## src/rtl/dma_eng_pkg.sv

```systemverilog
package dma_eng_pkg;
  typedef enum logic {
    PH_READ  = 1'b0,
    PH_WRITE = 1'b1
  } m2m_phase_e;
endpackage

```

## src/rtl/dma_chan_regs.sv

```systemverilog
module dma_chan_regs #(
  parameter int AW = 16,
  parameter int CW = 16
) (
  input  logic          clk,
  input  logic          rst,
  input  logic          ld_en,
  input  logic [AW-1:0] ld_addr,
  input  logic [CW-1:0] ld_cnt,
  input  logic          upd_en,
  input  logic [AW-1:0] upd_addr,
  input  logic [CW-1:0] upd_cnt,
  input  logic          set_tc,
  input  logic          set_mask,
  output logic [AW-1:0] cur_addr,
  output logic [CW-1:0] cur_cnt,
  output logic [AW-1:0] base_addr,
  output logic [CW-1:0] base_cnt,
  output logic          tc_flag,
  output logic          mask_flag
);
  always_ff @(posedge clk) begin
    if (rst) begin
      cur_addr  <= '0;
      cur_cnt   <= '0;
      base_addr <= '0;
      base_cnt  <= '0;
      tc_flag   <= 1'b0;
      mask_flag <= 1'b1;
    end else if (ld_en) begin
      cur_addr  <= ld_addr;
      cur_cnt   <= ld_cnt;
      base_addr <= ld_addr;
      base_cnt  <= ld_cnt;
      tc_flag   <= 1'b0;
      mask_flag <= 1'b0;
    end else if (upd_en) begin
      cur_addr <= upd_addr;
      cur_cnt  <= upd_cnt;
      if (set_tc)   tc_flag   <= 1'b1;
      if (set_mask) mask_flag <= 1'b1;
    end
  end
endmodule

```

## src/rtl/dma_stepper.sv

```systemverilog
module dma_stepper #(
  parameter int AW = 16,
  parameter int CW = 16
) (
  input  logic [AW-1:0] addr,
  input  logic [CW-1:0] cnt,
  input  logic [AW-1:0] base_addr,
  input  logic [CW-1:0] base_cnt,
  input  logic          down,
  input  logic          reload,
  input  logic          dec_en,
  output logic [AW-1:0] nxt_addr,
  output logic [CW-1:0] nxt_cnt,
  output logic          tc
);
  logic [AW-1:0] stepped;

  always_comb begin
    stepped  = down ? (addr - AW'(1)) : (addr + AW'(1));
    tc       = dec_en && (cnt == '0);
    nxt_addr = stepped;
    nxt_cnt  = cnt;
    if (dec_en) begin
      if (tc && reload) begin
        nxt_addr = base_addr;
        nxt_cnt  = base_cnt;
      end else begin
        nxt_cnt = cnt - CW'(1);
      end
    end
  end
endmodule

```

## src/rtl/dma_m2m_ctl.sv

```systemverilog
module dma_m2m_ctl
  import dma_eng_pkg::*;
#(
  parameter int DW = 8
) (
  input  logic          clk,
  input  logic          rst,
  input  logic          m2m_en,
  input  logic          step,
  input  logic [DW-1:0] data_in,
  output m2m_phase_e    phase,
  output logic [DW-1:0] tmp
);
  always_ff @(posedge clk) begin
    if (rst || !m2m_en) begin
      phase <= PH_READ;
    end else if (step) begin
      phase <= (phase == PH_READ) ? PH_WRITE : PH_READ;
    end
  end

  always_ff @(posedge clk) begin
    if (rst) begin
      tmp <= '0;
    end else if (m2m_en && step && phase == PH_READ) begin
      tmp <= data_in;
    end
  end
endmodule

```

## src/rtl/dma_addr_engine.sv

```systemverilog
module dma_addr_engine
  import dma_eng_pkg::*;
#(
  parameter int CH_N = 4,
  parameter int AW   = 16,
  parameter int CW   = 16,
  parameter int DW   = 8,
  localparam int CHW = $clog2(CH_N)
) (
  input  logic            clk,
  input  logic            rst,
  input  logic            load_we,
  input  logic [CHW-1:0]  load_ch,
  input  logic [AW-1:0]   load_addr,
  input  logic [CW-1:0]   load_cnt,
  input  logic [CH_N-1:0] dir_down,
  input  logic [CH_N-1:0] auto_init,
  input  logic            m2m_en,
  input  logic            xfer_stb,
  input  logic [CHW-1:0]  xfer_ch,
  input  logic [DW-1:0]   data_in,
  output logic [AW-1:0]   addr_out,
  output logic            addr_vld,
  output logic            wr_phase,
  output logic [DW-1:0]   data_out,
  output logic            tc_pulse,
  output logic [CHW-1:0]  tc_ch,
  output logic [CH_N-1:0] tc_flags,
  output logic [CH_N-1:0] mask_flags
);
  localparam logic [CHW-1:0] SRC_CH = CHW'(0);
  localparam logic [CHW-1:0] DST_CH = CHW'(1);

  logic [AW-1:0] cur_addr  [CH_N];
  logic [CW-1:0] cur_cnt   [CH_N];
  logic [AW-1:0] base_addr [CH_N];
  logic [CW-1:0] base_cnt  [CH_N];

  m2m_phase_e    phase;
  logic [DW-1:0] tmp;
  logic [CHW-1:0] act_ch;
  logic          ld_hits_act, ld_hits_pair, served, dec_en;
  logic [AW-1:0] nxt_addr;
  logic [CW-1:0] nxt_cnt;
  logic          step_tc;

  always_comb begin
    if (m2m_en) act_ch = (phase == PH_WRITE) ? DST_CH : SRC_CH;
    else        act_ch = xfer_ch;
    ld_hits_act  = load_we && (load_ch == act_ch);
    ld_hits_pair = load_we && (load_ch == SRC_CH || load_ch == DST_CH);
    if (m2m_en)
      served = xfer_stb && !mask_flags[SRC_CH] && !mask_flags[DST_CH] && !ld_hits_pair;
    else
      served = xfer_stb && !mask_flags[act_ch] && !ld_hits_act;
    dec_en = !m2m_en || (phase == PH_WRITE);
  end

  dma_stepper #(.AW(AW), .CW(CW)) stepper_i (
    .addr      (cur_addr[act_ch]),
    .cnt       (cur_cnt[act_ch]),
    .base_addr (base_addr[act_ch]),
    .base_cnt  (base_cnt[act_ch]),
    .down      (dir_down[act_ch]),
    .reload    (auto_init[act_ch]),
    .dec_en    (dec_en),
    .nxt_addr  (nxt_addr),
    .nxt_cnt   (nxt_cnt),
    .tc        (step_tc)
  );

  dma_m2m_ctl #(.DW(DW)) m2m_i (
    .clk     (clk),
    .rst     (rst),
    .m2m_en  (m2m_en),
    .step    (served),
    .data_in (data_in),
    .phase   (phase),
    .tmp     (tmp)
  );

  for (genvar g = 0; g < CH_N; g++) begin : g_chan
    logic upd;
    assign upd = served && (act_ch == CHW'(g));
    dma_chan_regs #(.AW(AW), .CW(CW)) regs_i (
      .clk       (clk),
      .rst       (rst),
      .ld_en     (load_we && (load_ch == CHW'(g))),
      .ld_addr   (load_addr),
      .ld_cnt    (load_cnt),
      .upd_en    (upd),
      .upd_addr  (nxt_addr),
      .upd_cnt   (nxt_cnt),
      .set_tc    (upd && step_tc),
      .set_mask  (upd && step_tc && !auto_init[g]),
      .cur_addr  (cur_addr[g]),
      .cur_cnt   (cur_cnt[g]),
      .base_addr (base_addr[g]),
      .base_cnt  (base_cnt[g]),
      .tc_flag   (tc_flags[g]),
      .mask_flag (mask_flags[g])
    );
  end

  always_ff @(posedge clk) begin
    if (rst) begin
      addr_out <= '0;
      addr_vld <= 1'b0;
      wr_phase <= 1'b0;
      data_out <= '0;
      tc_pulse <= 1'b0;
      tc_ch    <= '0;
    end else begin
      addr_vld <= served;
      wr_phase <= served && m2m_en && (phase == PH_WRITE);
      tc_pulse <= served && step_tc;
      if (served) begin
        addr_out <= cur_addr[act_ch];
        tc_ch    <= act_ch;
        if (m2m_en && phase == PH_WRITE) data_out <= tmp;
      end
    end
  end
endmodule

```

## config.mk

```make
export PLATFORM = sky130hd
export DESIGN_NAME = dma_addr_engine
export DESIGN_NICKNAME = d
export VERILOG_FILES = /design/src/rtl/dma_eng_pkg.sv /design/src/rtl/dma_chan_regs.sv /design/src/rtl/dma_stepper.sv /design/src/rtl/dma_m2m_ctl.sv /design/src/rtl/dma_addr_engine.sv
export SDC_FILE = /design/constraint.sdc
export NUM_CORES = 1
export LEC_CHECK = 0
export BUFFER_PORTS_ARGS = -buffer_cell sky130_fd_sc_hd__buf_2
export CAP_MARGIN = 15
export CORE_ASPECT_RATIO = 0.8
export CORE_UTILIZATION = 25
export DETAILED_ROUTE_END_ITERATION = 16
export GPL_ROUTABILITY_DRIVEN = 0
export PLACE_DENSITY = 0.43
export SETUP_SLACK_MARGIN = 0.02
export SYNTH_ARGS = -nofsm -noshare
export SYNTH_HDL_FRONTEND = slang
export SYNTH_SLANG_ARGS = --single-unit
export TNS_END_PERCENT = 10
```

## constraint.sdc

```tcl
create_clock -name clk -period 12.05 [get_ports clk]
set_clock_uncertainty 0.15 [all_clocks]
set_input_delay 1.8075 -clock clk [delete_from_list [all_inputs] [get_ports clk]]
set_output_delay 1.8075 -clock clk [all_outputs]
set_load 0.03 [all_outputs]
```

# After elaboration in Yosys (flattened, before gate mapping)
# Cells that the tools add are included.
# Widths: inputs -> output; s select.
op_classes:
  add_sub_neg: 3
  order_cmp: 2
  n_eq_ne: 7
  muxes: 55
  bitwise: 2
  n_reduce_logical: 67
ops:
  columns: ["cell", "n"]
  rows:
  - ["$mux 16", 29]
  - ["$bmux 16 s2", 4]
  - ["$sub 16x1->16 const B", 2]
  - ["$logic_and 1x1->1", 30]
  - ["$mux 1", 18]
  - ["$reduce_and 2->1", 9]
  - ["$add 16x1->16 const B", 1]
  - ["$logic_not 16->1", 1]
  - ["$reduce_bool 2->1", 8]
  - ["$logic_not 1->1", 10]
  - ["$eq 2x2->1 const B", 4]
  - ["$reduce_or 2->1", 4]
  - ["$bmux 1 s2", 3]
  - ["$eq 2x1->1 const B", 2]
  - ["$logic_not 2->1", 2]
  - ["$ge 3x3->1 const B", 1]
  - ["$logic_or 1x1->1", 3]
  - ["$lt 2x3->1 const B", 1]
  - ["$not 2->3", 1]
  - ["$eq 2x2->1", 1]
  - ["$mux 2", 1]
  - ["$not 1->1", 1]
word_totals:
  register_bits: 302
  in_bits: 57
  out_inout_bits: 37
  elab_cells: 168

# Longest topological paths before layout
# Gate-level depths: netlist (run 1).
logic_depth:
  depth_word: 14
  ltp_mapped: 20
  ltp_nobuf: 14

# Hierarchy
# A second synthesis (run 1) with hierarchy kept.
unflattened:
  cells_unflattened: 1669
  hier_area_um2: 15877.7
modules_own_cells:
  columns: ["module", "n_inst", "cells_per_inst", "area_each_um2", "seq_area_each_um2"]
  rows:
  - ["dma_chan_regs", 4, 252, 2728.9, 1321.3]
  - ["dma_addr_engine", 1, 382, 3093.0, 580.6]
  - ["dma_stepper", 1, 241, 1468.9, 0.0]
  - ["dma_m2m_ctl", 1, 38, 400.4, 180.2]

# Worst setup path after synthesis (run 1)
# Ideal clock, no wire load.
synth_timing:
  path_type: "in2reg"
  start: "input xfer_ch[0]"
  end: "register g_chan[0].regs_i.cur_addr[11]"
  t_arrival_ns: 6.427
  required_ns: 11.761
  path_slack_ns: 5.334
  stages: 20
  path_cell_list: "buf_6 buf_2 buf_2 buf_2 buf_1 buf_1 buf_2 mux2_2 a222oi_1 inv_1 ha_1 or3_1 o21ai_0 a31o_2 nand2_1 o2111ai_1 o21ai_0 xnor2_1 o21ai_0 o22ai_1"
synth_lines:
  columns: ["element", "line_no", "source"]
  rows:
  - ["start: declaration", "dma_addr_engine.sv:20", "input logic [CHW-1:0] xfer_ch,"]
  - ["$mux 2 (*)", "dma_addr_engine.sv:48", "if (m2m_en) act_ch = (phase == PH_WRITE) ? DST_CH : SRC_CH;"]
  - ["$not 2->3 (implied by the code) (*)", "dma_addr_engine.sv:60", ".addr (cur_addr[act_ch]),"]
  - ["$bmux 16 s2 (*)", "dma_addr_engine.sv:60", null]
  - ["$mux 16 (implied by the code) (*) (2 in a row)", "dma_addr_engine.sv:60", null]
  - ["via stepper_i.addr[1]", "dma_stepper.sv:5", "input logic [AW-1:0] addr,"]
  - ["$add 16x1->16 or $sub 16x1->16 (tied branches)", "dma_stepper.sv:19", "stepped = down ? (addr - AW'(1)) : (addr + AW'(1));"]
  - ["$mux 16 (*)", "dma_stepper.sv:19", null]
  - ["$mux 16", "dma_stepper.sv:24", "if (tc && reload) begin"]
  - ["$mux 16 (*)", "dma_stepper.sv:23", "if (dec_en) begin"]
  - ["$mux 16 (*)", "dma_chan_regs.sv:37", "end else if (upd_en) begin"]
  - ["$mux 16 (*)", "dma_chan_regs.sv:30", "end else if (ld_en) begin"]
  - ["end signal: assignment", "dma_chan_regs.sv:31", "cur_addr <= ld_addr;"]
  - ["end signal: assignment", "dma_chan_regs.sv:38", "cur_addr <= upd_addr;"]
  - ["end: declaration", "dma_chan_regs.sv:15", "output logic [AW-1:0] cur_addr,"]
# Mark *: on every way through the listed nets, which the timed path passes. The rest lies on a longest branch. The select of a mux whose other input is x is not followed.
# A chain may end at the register's enable or synchronous reset.

# Final worst setup path (run 1)
layout_timing:
  start: "input xfer_ch[0]"
  end: "register g_chan[2].regs_i.cur_addr[12]"
layout_between:
  elab_chain_len: 12
layout_rtl:
  columns: ["element", "line_no"]
  rows:
  - ["$mux 2 (*)", "dma_addr_engine.sv:48"]
  - ["parallel branches: the longest is 11 deep, another holds $add 16x1->16", null]
  - ["end signal: assignment", "dma_chan_regs.sv:31"]
  - ["end signal: assignment", "dma_chan_regs.sv:38"]
  - ["end: declaration", "dma_chan_regs.sv:15"]
# Mark *: on every way between the ends. The select of a mux whose other input is x is not followed.

==> results of run 1 <==
how the worst max path moves through the flow:
stage               cells past startpoint  startpoint                                         end
floorplan                              20  xfer_ch[0]  g_chan[0].regs_i.cur_addr[11]$_SDFFE_PP0P_
global placement                       15  xfer_ch[0]  g_chan[2].regs_i.cur_addr[12]$_SDFFE_PP0P_
detailed placement                     15  xfer_ch[0]  g_chan[1].regs_i.cur_addr[12]$_SDFFE_PP0P_
CTS                                    15  xfer_ch[0]  g_chan[1].regs_i.cur_addr[12]$_SDFFE_PP0P_
finish                                 15  xfer_ch[0]  g_chan[2].regs_i.cur_addr[12]$_SDFFE_PP0P_
global route                           15  xfer_ch[0]  g_chan[3].regs_i.cur_addr[12]$_SDFFE_PP0P_
layer usage:
metal / routed length [µm] / part of all wire [%] / global-route usage [%] / vias up
li1: - / - / - / 6585
met3: 3953 / 6.8 / 2.979 / 60
met1: 28140 / 48 / 28.18 / 6837
met2: 25570 / 44 / 30.02 / 481
met4: 857 / 1.5 / 4.064 / 0
met5: 0 / 0 / 0 / -
power breakdown:
part | leakage (nW) | internal (W) | switching (W) | total, W
logic | 2.96 | 0.000120 | 0.000273 | 0.000392
registers | 2.45 | 0.00103 | 0.0000189 | 0.00105
clock network | 0.567 | 0.000641 | 0.000445 | 0.00109
total | 5.98 | 0.00179 | 0.000737 | 0.00253
metrics by stage:
stage / setup WS [ns] / area, µm² / cells
after CTS: 5.124 / 16790 / 2623
after global placement: 4.671 / 15660 / 2566
after detailed placement: 4.603 / 15660 / 2566
final: 5.038 / 16820 / 2625
after global routing: 4.542 / 16820 / 2625
after floorplan: 5.334 / 14500 / 1827
kinds of logic (layout without fill, tap and decap cells):
| group | after synthesis | count (layout) | share of synthesized area, % |
|---|---|---|---|
| buffers and inverters | 161 | 199 | 4.678 |
| multiplexers | 88 | 88 | 6.447 |
| adder cells (fa/ha/maj) | 14 | 14 | 1.260 |
| AO/OA/AOI/OAI | 522 | 522 | 23.79 |
| AND/OR/NAND/NOR | 726 | 726 | 21.27 |
| XOR/XNOR | 14 | 14 | 0.8458 |
| flip-flops | 302 | 302 | 41.70 |
critical path, delay by kind of cell:
kind	cells	cell delay (ns)
AO/OA/AOI/OAI	7	2.41
adder cells (fa/ha/maj)	1	0.46
buffers and inverters	3	1.17
multiplexers	1	0.23
AND/OR/NAND/NOR	3	1.17
placed cells by master (no fill, tap or decap), types with 13 or more instances in the layout:
master,netlist,routed
clkbuf_16,0,37
nor2_1,87,82
o22ai_1,19,19
buf_4,9,34
nor3_1,30,29
mux2i_1,48,48
dfxtp_1,302,302
a222oi_1,30,30
a21oi_1,172,170
a31oi_1,104,104
a21boi_0,18,18
nand3_1,31,30
a21o_1,16,16
o21ai_0,50,49
mux2_2,39,39
inv_1,14,14
nand2_1,495,494
a22oi_1,25,25
ha_1,13,13
buf_2,20,92
flip-flops by register name (all words and copies together), names as in the netlist:
name and count:
tc_pulse 1, data_out 8, addr_out 16, g_chan.regs_i.cur_addr 64, wr_phase 1, g_chan.regs_i.base_cnt 64, tc_ch 2, g_chan.regs_i.base_addr 64
m2m_i.phase 1, addr_vld 1, g_chan.regs_i.mask_flag 4, g_chan.regs_i.cur_cnt 64, g_chan.regs_i.tc_flag 4, m2m_i.tmp 8
area by class of cell:
cell class / instances / area share, %
Multi-Input combinational cell: 1364 / 46.87
Sequential cell: 302 / 35.93
Clock buffer: 48 / 6.165
Tap cell: 760 / 5.652
Timing Repair Buffer: 128 / 4.507
Clock inverter: 9 / 0.5652
Inverter: 14 / 0.3123
==> flow_metrics.py, run 1 <==
metrics = {
    "sta": {
        "finalCritPeriodShare_pct": 58.19,
        "fin_setup_tns_ns": 0,
        "hold_violations": 0,
        "holdWs_ns": 0.3020,
        "grt_setup_unrepaired": "false",
        "setup_viol": 0,
        "fmax_mhz": 142.6,
        "period_needed_ns": 7.012,
        "max_slew_margin_pct": 15.67,
        "drv_slew": 0,
        "worstMarginPinSlew_ns": 1.265,
    },
    "clocking": {
        "clkSinkCount": 302,
        "clock-root-buffer": "clkbuf_16",
        "cts.reportedPaths.clkPinSlew_ns": 0.06,
        "cts_tree": "done",
        "h-tree-depth": 2,
        "ctsResizeCount": 0,
        "cts_setup_buffers": 0,
        "clk_path_buf_depth": 3,
        "cts_made_buffers": 36,
        "cts_hold_buf": 0,
        "clock_latency_ns": 0.53,
    },
    "finish": {
        "seq_area_um2": 6046,
        "utilization_pct": 29.52,
        "multi_input_area_um2": 7885,
        "syn_to_final_growth_pct": 16.05,
        "fillers": 6102,
        "drive_gt1_share_pct": 14.32,
        "n_antenna_cell": 0,
        "num-nets-final": 1917,
    },
    "power_and_ir_drop": {
        "ir_drop_mv": 0.07537,
        "total_power_w": 0.002531,
        "power_density_nw_per_um2": 150.5,
        "power.leakage_nw": 5.981,
    },
    "synth": {
        "yosysMostFrequentCell": "nand2_1",
        "synth_edf_count": 0,
        "synth_cell_types": 78,
        "syn_nets": 1898,
        "syn_inst": 1827,
        "synth_seq_cells": 302,
        "synth_area_leaders": "dfxtp_1, nand2_1, a21oi_1",
        "synth_area_um2": 14500,
        "ys_seq_area_share_pct": 41.70,
        "async_reset_ff_share_pct": 0,
        "ys_warn_count": 0,
        "synth_area_per_cell_um2": 7.935,
        "synth_area_leader_cell": "dfxtp_1",
        "ys_top_cells_by_count": "nand2_1, dfxtp_1, a21oi_1",
        "synth_top_area_share_pct": 41.70,
        "synthFlopType": "dfxtp_1",
    },
    "run_status": {
        "outcome": "complete, no violations",
    },
    "setup_path": {
        "rr_worst_depth": 13,
        "worstPathArrival_ns": 7.31,
        "cp_slowest_cell": "and2_1",
        "r2r_setup_slack_ns": 6.63,
        "cp_max_fo": 30,
        "cp_cell_sequence": "buf_4, buf_4, mux2i_1, a211oi_1, and2_1, inv_1, fa_1, nand2b_1, nand2b_1, o211ai_1, a31oi_1, a31oi_1, a2111oi_0, a41oi_1, o22ai_1",
        "reg2reg_to": "g_chan[3].regs_i.cur_cnt[13]$_SDFFE_PP0P_",
        "cpPeakStageDelay_ns": 0.85,
        "worstSetupEndpointType": "register",
        "crit-reg2reg-launch": "m2m_i.phase$_SDFFE_PP0N_",
        "path_class": "input port to register",
        "required_ns": 12.35,
        "start_kind": "input port",
    },
    "global_route": {
        "grt_remaining_overflow": 0,
        "track_usage_pct": 19.38,
        "grt_pass1_wl_um": 87260,
        "antenna_found_initial": 0,
        "grt_max_degree": 130,
        "grt_pass1_vias": 13540,
    },
    "min_path": {
        "min_to": "g_chan[3].regs_i.base_cnt[6]$_SDFFE_PP0P_",
        "worstHoldStart": "g_chan[3].regs_i.base_cnt[6]$_SDFFE_PP0P_",
        "hold_path_depth": 2,
        "hp-class": "register to register",
    },
    "die": {
        "rows": 78,
        "initial_core_util_pct": 25.44,
        "die_width_um": 271.2,
        "dieArea_um2": 58960,
        "core_area_um2": 56990,
        "io_pins": 94,
        "die_h_um": 217.4,
    },
    "drt": {
        "drc": 0,
        "vias_per_cell": 5.319,
        "drt-initial-drc-count": 1261,
        "wl_per_cell_um": 22.29,
        "wl_um": 58520,
        "num_vias": 13960,
        "final_antenna_net_count": 0,
        "firstDrtPassIters": 8,
    },
    "place": {
        "hpwl_um": 35340,
        "port_buffers": 93,
    },
    "job": {
        "maxCapViolations": 0,
    },
}
Note: power is estimated with default switching activity, not from simulation.
==> inputs of run 2 (changes only) <==
clock period = 7 ns   (was 12.05 ns; I/O delays follow)
==> flow_metrics.py, run 2 (synthesis gave the netlist of run 1 again) <==
metrics = {
    "die": {
        "dieArea_um2": 58960,
        "core_area_um2": 56990,
        "die_width_um": 271.2,
        "io_pins": 94,
        "rows": 78,
        "die_h_um": 217.4,
        "initial_core_util_pct": 25.44,
    },
    "global_route": {
        "grt-busiest-layer": "met2",
        "track_usage_pct": 19.51,
        "grt_remaining_overflow": 0,
        "grt_max_degree": 175,
        "met2_usage_pct": 30.03,
        "grt_pass1_vias": 13990,
        "met1_usage_pct": 27.53,
        "antenna_found_initial": 0,
        "gr-usage-met3_pct": 3.432,
        "grt_pass1_wl_um": 88290,
    },
    "finish": {
        "multi_input_area_um2": 7885,
        "syn_to_final_growth_pct": 17.01,
        "num-nets-final": 1925,
        "final_common_cell": "nand2_1",
        "final_cell_mix": "nand2_1, dfxtp_1, a21oi_1, a31oi_1, buf_2",
        "fillers": 6166,
        "seq_area_um2": 6046,
        "drive_gt1_share_pct": 14.80,
    },
    "clocking": {
        "clk_path_buf_depth": 3,
        "clkSinkCount": 302,
        "ctsResizeCount": 0,
        "cts.reportedPaths.clkPinSlew_ns": 0.06,
        "cts_hold_buf": 0,
        "cts_tree": "done",
        "clock_latency_ns": 0.56,
        "cts_setup_buffers": 0,
        "clock-root-buffer": "clkbuf_16",
        "h-tree-depth": 2,
        "cts_made_buffers": 37,
    },
    "power_and_ir_drop": {
        "power_density_nw_per_um2": 261.9,
        "ir_drop_mv": 0.1637,
        "power.leakage_nw": 6.043,
        "total_power_w": 0.004442,
    },
    "setup_path": {
        "cp_max_fo": 31,
        "required_ns": 7.33,
        "worstSetupEndpointType": "register",
        "worstPathArrival_ns": 5.72,
        "path_class": "input port to register",
        "start_kind": "input port",
    },
    "drt": {
        "firstDrtPassIters": 6,
        "num_vias": 14090,
        "drc": 0,
        "wl_um": 58070,
        "drt-initial-drc-count": 1391,
        "final_antenna_net_count": 0,
        "wl_per_cell_um": 21.99,
        "vias_per_cell": 5.338,
    },
    "sta": {
        "fin_setup_tns_ns": 0,
        "hold_violations": 0,
        "finalCritPeriodShare_pct": 77.11,
        "fmax_mhz": 185.3,
        "period_needed_ns": 5.397,
        "setup_viol": 0,
        "worstMarginPinSlew_ns": 1.106,
        "max_slew_margin_pct": 25.58,
        "grt_setup_unrepaired": "false",
        "drv_slew": 0,
    },
    "job": {
        "maxCapViolations": 0,
    },
    "place": {
        "hpwl_um": 37210,
        "port_buffers": 93,
    },
    "run_status": {
        "outcome": "complete, no violations",
    },
    "min_path": {
        "hp-class": "register to register",
    },
}
run 2: cell types whose count changed in the layout (fill, tap and decap cells not counted), sizes merged:
cell / change
buf: +7
bufinv: -1
clkbuf: +7
clkinv: -2
clkinvlp: +2
diode: +1
inv: +1
run 2: final timing paths:
check,cells after the start,start,slack (ns),end
setup / recovery,14,xfer_ch[0],1.60,g_chan[1].regs_i.cur_addr[12]$_SDFFE_PP0P_
hold / removal,2,g_chan[0].regs_i.base_cnt[0]$_SDFFE_PP0P_,0.30,g_chan[0].regs_i.base_cnt[0]$_SDFFE_PP0P_
setup reg to reg,13,m2m_i.phase$_SDFFE_PP0N_,1.91,g_chan[1].regs_i.cur_addr[12]$_SDFFE_PP0P_
hold reg to reg,2,g_chan[0].regs_i.base_cnt[0]$_SDFFE_PP0P_,0.30,g_chan[0].regs_i.base_cnt[0]$_SDFFE_PP0P_
run 2: final cells by class:
| type | instances | area share [%] |
|---|---|---|
| tap | 760 | 5.606 |
| clock inverter | 9 | 0.4868 |
| timing repair buffer | 135 | 4.824 |
| antenna | 1 | 0.01475 |
| sequential | 302 | 35.64 |
| inverter | 14 | 0.3098 |
| clock buffer | 55 | 6.638 |
| multi-input combinational | 1364 | 46.48 |
run 2: power breakdown:
group | internal (W) | switching [W] | leakage (nW)
clock | 0.00115 | 0.000795 | 0.592
sequential | 0.00178 | 0.0000336 | 2.45
combinational | 0.000212 | 0.000473 | 3.00
run 2: per-stage QoR:
| stage | hold WS [ns] | instances | setup WS [ns] | utilization, % | instance area [µm²] |
|---|---|---|---|---|---|
| 4_1_cts | 0.3037 | 2639 | 1.667 | 29.76 | 16960 |
| 5_1_grt | 0.3202 | 2639 | 1.092 | 29.76 | 16960 |
| 2_1_floorplan | 0.2829 | 1827 | 1.042 | - | 14500 |
| 6_report | 0.3029 | 2640 | 1.603 | 29.76 | 16960 |
| 3_3_place_gp | 0.2898 | 2575 | 1.252 | 27.64 | 15750 |
| 3_5_place_dp | 0.2942 | 2575 | 1.079 | 27.64 | 15750 |
run 2: routing by layer:
metal | vias up | wire (µm)
met5 | - | 0
met4 | 0 | 1051
met3 | 75 | 3644
met2 | 479 | 25240
met1 | 6920 | 28130
li1 | 6619 | -
run 2: critical path, stage by stage:
cell,delay [ns]
buf_4,0.44
mux2i_1,0.15
a211oi_1,0.53
and2_1,0.81
inv_1,0.25
fa_1,0.44
nand2b_1,0.17
nand2b_1,0.13
o211ai_1,0.14
a31oi_1,0.44
a31oi_1,0.26
a2111oi_0,0.48
a41oi_1,0.18
o22ai_1,0.23
==> inputs of run 3 (changes only) <==
ABC_AREA = 1   (was default)
PLACE_DENSITY = 0.44   (was 0.43)
clock period = 4.7 ns   (was 7 ns; I/O delays follow)
==> flow_metrics.py, run 3 <==
metrics = {
    "drt": {
        "drt-initial-drc-count": 1325,
        "firstDrtPassIters": 5,
        "wl_per_cell_um": 19.81,
        "num_vias": 15500,
        "drc": 0,
        "final_antenna_net_count": 0,
        "vias_per_cell": 5.017,
        "wl_um": 61230,
    },
    "run_status": {
        "outcome": "complete, no violations",
    },
    "setup_path": {
        "worstSetupEndpointType": "register",
        "path_class": "register to register",
        "worstPathArrival_ns": 4.23,
        "r2r_setup_slack_ns": 0.70,
        "rr_worst_depth": 17,
        "reg2reg_to": "g_chan[3].regs_i.cur_addr[15]$_SDFFE_PP0P_",
        "required_ns": 4.93,
        "startpoint": "m2m_i.phase$_SDFFE_PP0N_",
        "crit-reg2reg-launch": "m2m_i.phase$_SDFFE_PP0N_",
        "cp_max_fo": 18,
        "start_kind": "register",
    },
    "synth": {
        "synth_area_leader_cell": "dfxtp_1",
        "synth_cell_types": 48,
        "synth_edf_count": 0,
        "synth_seq_cells": 302,
        "synthFlopType": "dfxtp_1",
        "synth-simple-area-share_pct": 25.18,
        "synth_top_area_share_pct": 40.03,
        "yosysMostFrequentCell": "nand2_1",
        "syn_nets": 2304,
        "async_reset_ff_share_pct": 0,
        "synth_adder_area_share_pct": 1.209,
        "synth_area_um2": 15100,
        "synthMuxAreaShare_pct": 0,
        "synth_top_family_by_area": "simple AND/OR/NAND/NOR gates",
        "synthXorXnorAreaFrac_pct": 0.4639,
        "syn_inst": 2233,
        "synth_area_per_cell_um2": 6.764,
        "synth_area_leaders": "dfxtp_1, nand2_1, inv_1",
        "ys_top_cells_by_count": "nand2_1, inv_1, dfxtp_1",
        "ys_warn_count": 0,
        "synth_compound_area_share_pct": 20.92,
        "ys_seq_area_share_pct": 40.03,
    },
    "min_path": {
        "hold_path_depth": 3,
        "hp-class": "input port to register",
        "min_to": "m2m_i.tmp[3]$_SDFFE_PP0P_",
        "worstHoldStart": "data_in[3]",
    },
    "finish": {
        "drive_gt1_share_pct": 11.03,
        "instances_no_fill": 3090,
        "n_antenna_cell": 0,
        "num-nets-final": 2360,
        "utilization_pct": 29.57,
        "final_cell_mix": "nand2_1, inv_1, dfxtp_1, a21oi_1, nor2_1",
        "fillers": 6540,
        "syn_to_final_growth_pct": 16.81,
        "final_common_cell": "nand2_1",
    },
    "die": {
        "dieArea_um2": 61410,
        "core_area_um2": 59660,
        "die_width_um": 276.8,
        "initial_core_util_pct": 25.32,
        "io_pins": 94,
        "rows": 80,
        "die_h_um": 221.9,
    },
    "clocking": {
        "clk_path_buf_depth": 3,
        "clock-root-buffer": "clkbuf_16",
        "clkSinkCount": 302,
        "clock_latency_ns": 0.54,
        "h-tree-depth": 2,
        "cts_setup_buffers": 0,
        "cts.reportedPaths.clkPinSlew_ns": 0.06,
        "cts_tree": "done",
        "ctsResizeCount": 0,
        "cts_made_buffers": 36,
        "cts_hold_buf": 0,
    },
    "global_route": {
        "grt_max_degree": 168,
        "grt_pass1_vias": 14640,
        "grt_pass1_wl_um": 91840,
        "grt_remaining_overflow": 0,
        "antenna_found_initial": 1,
        "track_usage_pct": 19.59,
    },
    "power_and_ir_drop": {
        "ir_drop_mv": 0.2402,
        "power.leakage_nw": 7.122,
        "power_density_nw_per_um2": 387.6,
    },
    "job": {
        "maxCapViolations": 0,
    },
    "sta": {
        "setup_viol": 0,
        "period_needed_ns": 4.000,
        "drv_slew": 0,
        "worstMarginPinSlew_ns": 1.099,
        "max_slew_margin_pct": 26.65,
        "hold_violations": 0,
        "fmax_mhz": 250.0,
        "grt_setup_unrepaired": "false",
        "finalCritPeriodShare_pct": 85.10,
        "fin_setup_tns_ns": 0,
    },
    "place": {
        "port_buffers": 93,
        "hpwl_um": 40360,
        "place_inst": 3030,
    },
}
[run 3: cell types whose count changed in the layout (fill, tap and decap cells not counted), moves of 24 or more]
cell and change:
o22ai_1 +114, mux2_2 -39, nand3_1 +101, nand2_1 +53, a21oi_1 +28, o21ai_0 +85, a222oi_1 -30, mux2i_1 -48
a31oi_1 -83, a22oi_1 -24, nor2_1 +55, inv_1 +311
[run 3: metal layers]
metal  track usage (%)  wire, µm  vias up
met4             6.595      1609        0
li1                  -         -     7451
met3             3.056      4420       94
met2             28.37     25220      580
met5                 0         0        -
met1             29.15     29980     7378
[run 3: final cells by class]
class	instances	area, µm²	share of cell area [%]
multi-input cells	1470	7243	41.05
flip-flops and latches	302	6046	34.27
inverters	338	1274	7.219
clock buffers	51	1049	5.943
well taps	779	974.7	5.524
repair buffers	141	909.6	5.156
clock inverters	9	147.6	0.8368
[run 3: kinds of logic after synthesis]
group | count (synthesis)
xor gates and xnor gates | 8
buffers and inverters | 461
DFF | 302
adders and majority gates | 14
and+or+nand+nor | 895
AOI/OAI and AO/OA | 553
[run 3: worst max-delay path by stage]
stage                                            endpoint  slack, ns
3_3_place_gp   g_chan[2].regs_i.cur_addr[15]$_SDFFE_PP0P_       0.40
3_5_place_dp   g_chan[3].regs_i.cur_addr[15]$_SDFFE_PP0P_       0.34
4_1_cts        g_chan[3].regs_i.cur_addr[15]$_SDFFE_PP0P_       0.72
5_1_grt        g_chan[3].regs_i.cur_addr[15]$_SDFFE_PP0P_       0.36
6_report       g_chan[3].regs_i.cur_addr[15]$_SDFFE_PP0P_       0.70
2_1_floorplan  g_chan[3].regs_i.cur_addr[14]$_SDFFE_PP0P_       1.05
[run 3: per-stage QoR]
step | total power, W | hold slack, ns | instance area, µm² | setup WS (ns)
2_1_floorplan | 0.003539 | 0.2804 | 15100 | 1.050
3_3_place_gp | 0.003961 | 0.2952 | 16450 | 0.4003
3_5_place_dp | 0.003965 | 0.2997 | 16450 | 0.3386
4_1_cts | 0.006890 | 0.2282 | 17640 | 0.7242
5_1_grt | 0.007133 | 0.2573 | 17640 | 0.3608
6_report | 0.006838 | 0.2501 | 17640 | 0.7005
[run 3: where the power goes]
group	total [W]	internal, W	switching, W
registers	0.00270	0.00266	0.0000434
clock network	0.00291	0.00176	0.00115
logic	0.00122	0.000335	0.000887
[run 3: worst max-delay path, stage by stage, from the launching register on]
cell	delay, ns
dfxtp_1	0.61
inv_1	0.16
nand2_2	0.13
nand2_4	0.13
nand2_4	0.09
inv_2	0.13
buf_4	0.27
a221oi_1	0.71
ha_1	0.31
nand2_1	0.13
nor3_1	0.21
inv_1	0.06
nor3_1	0.17
nand2_1	0.10
nand3_1	0.10
nand3_1	0.19
nand3_1	0.13
a21oi_1	0.07
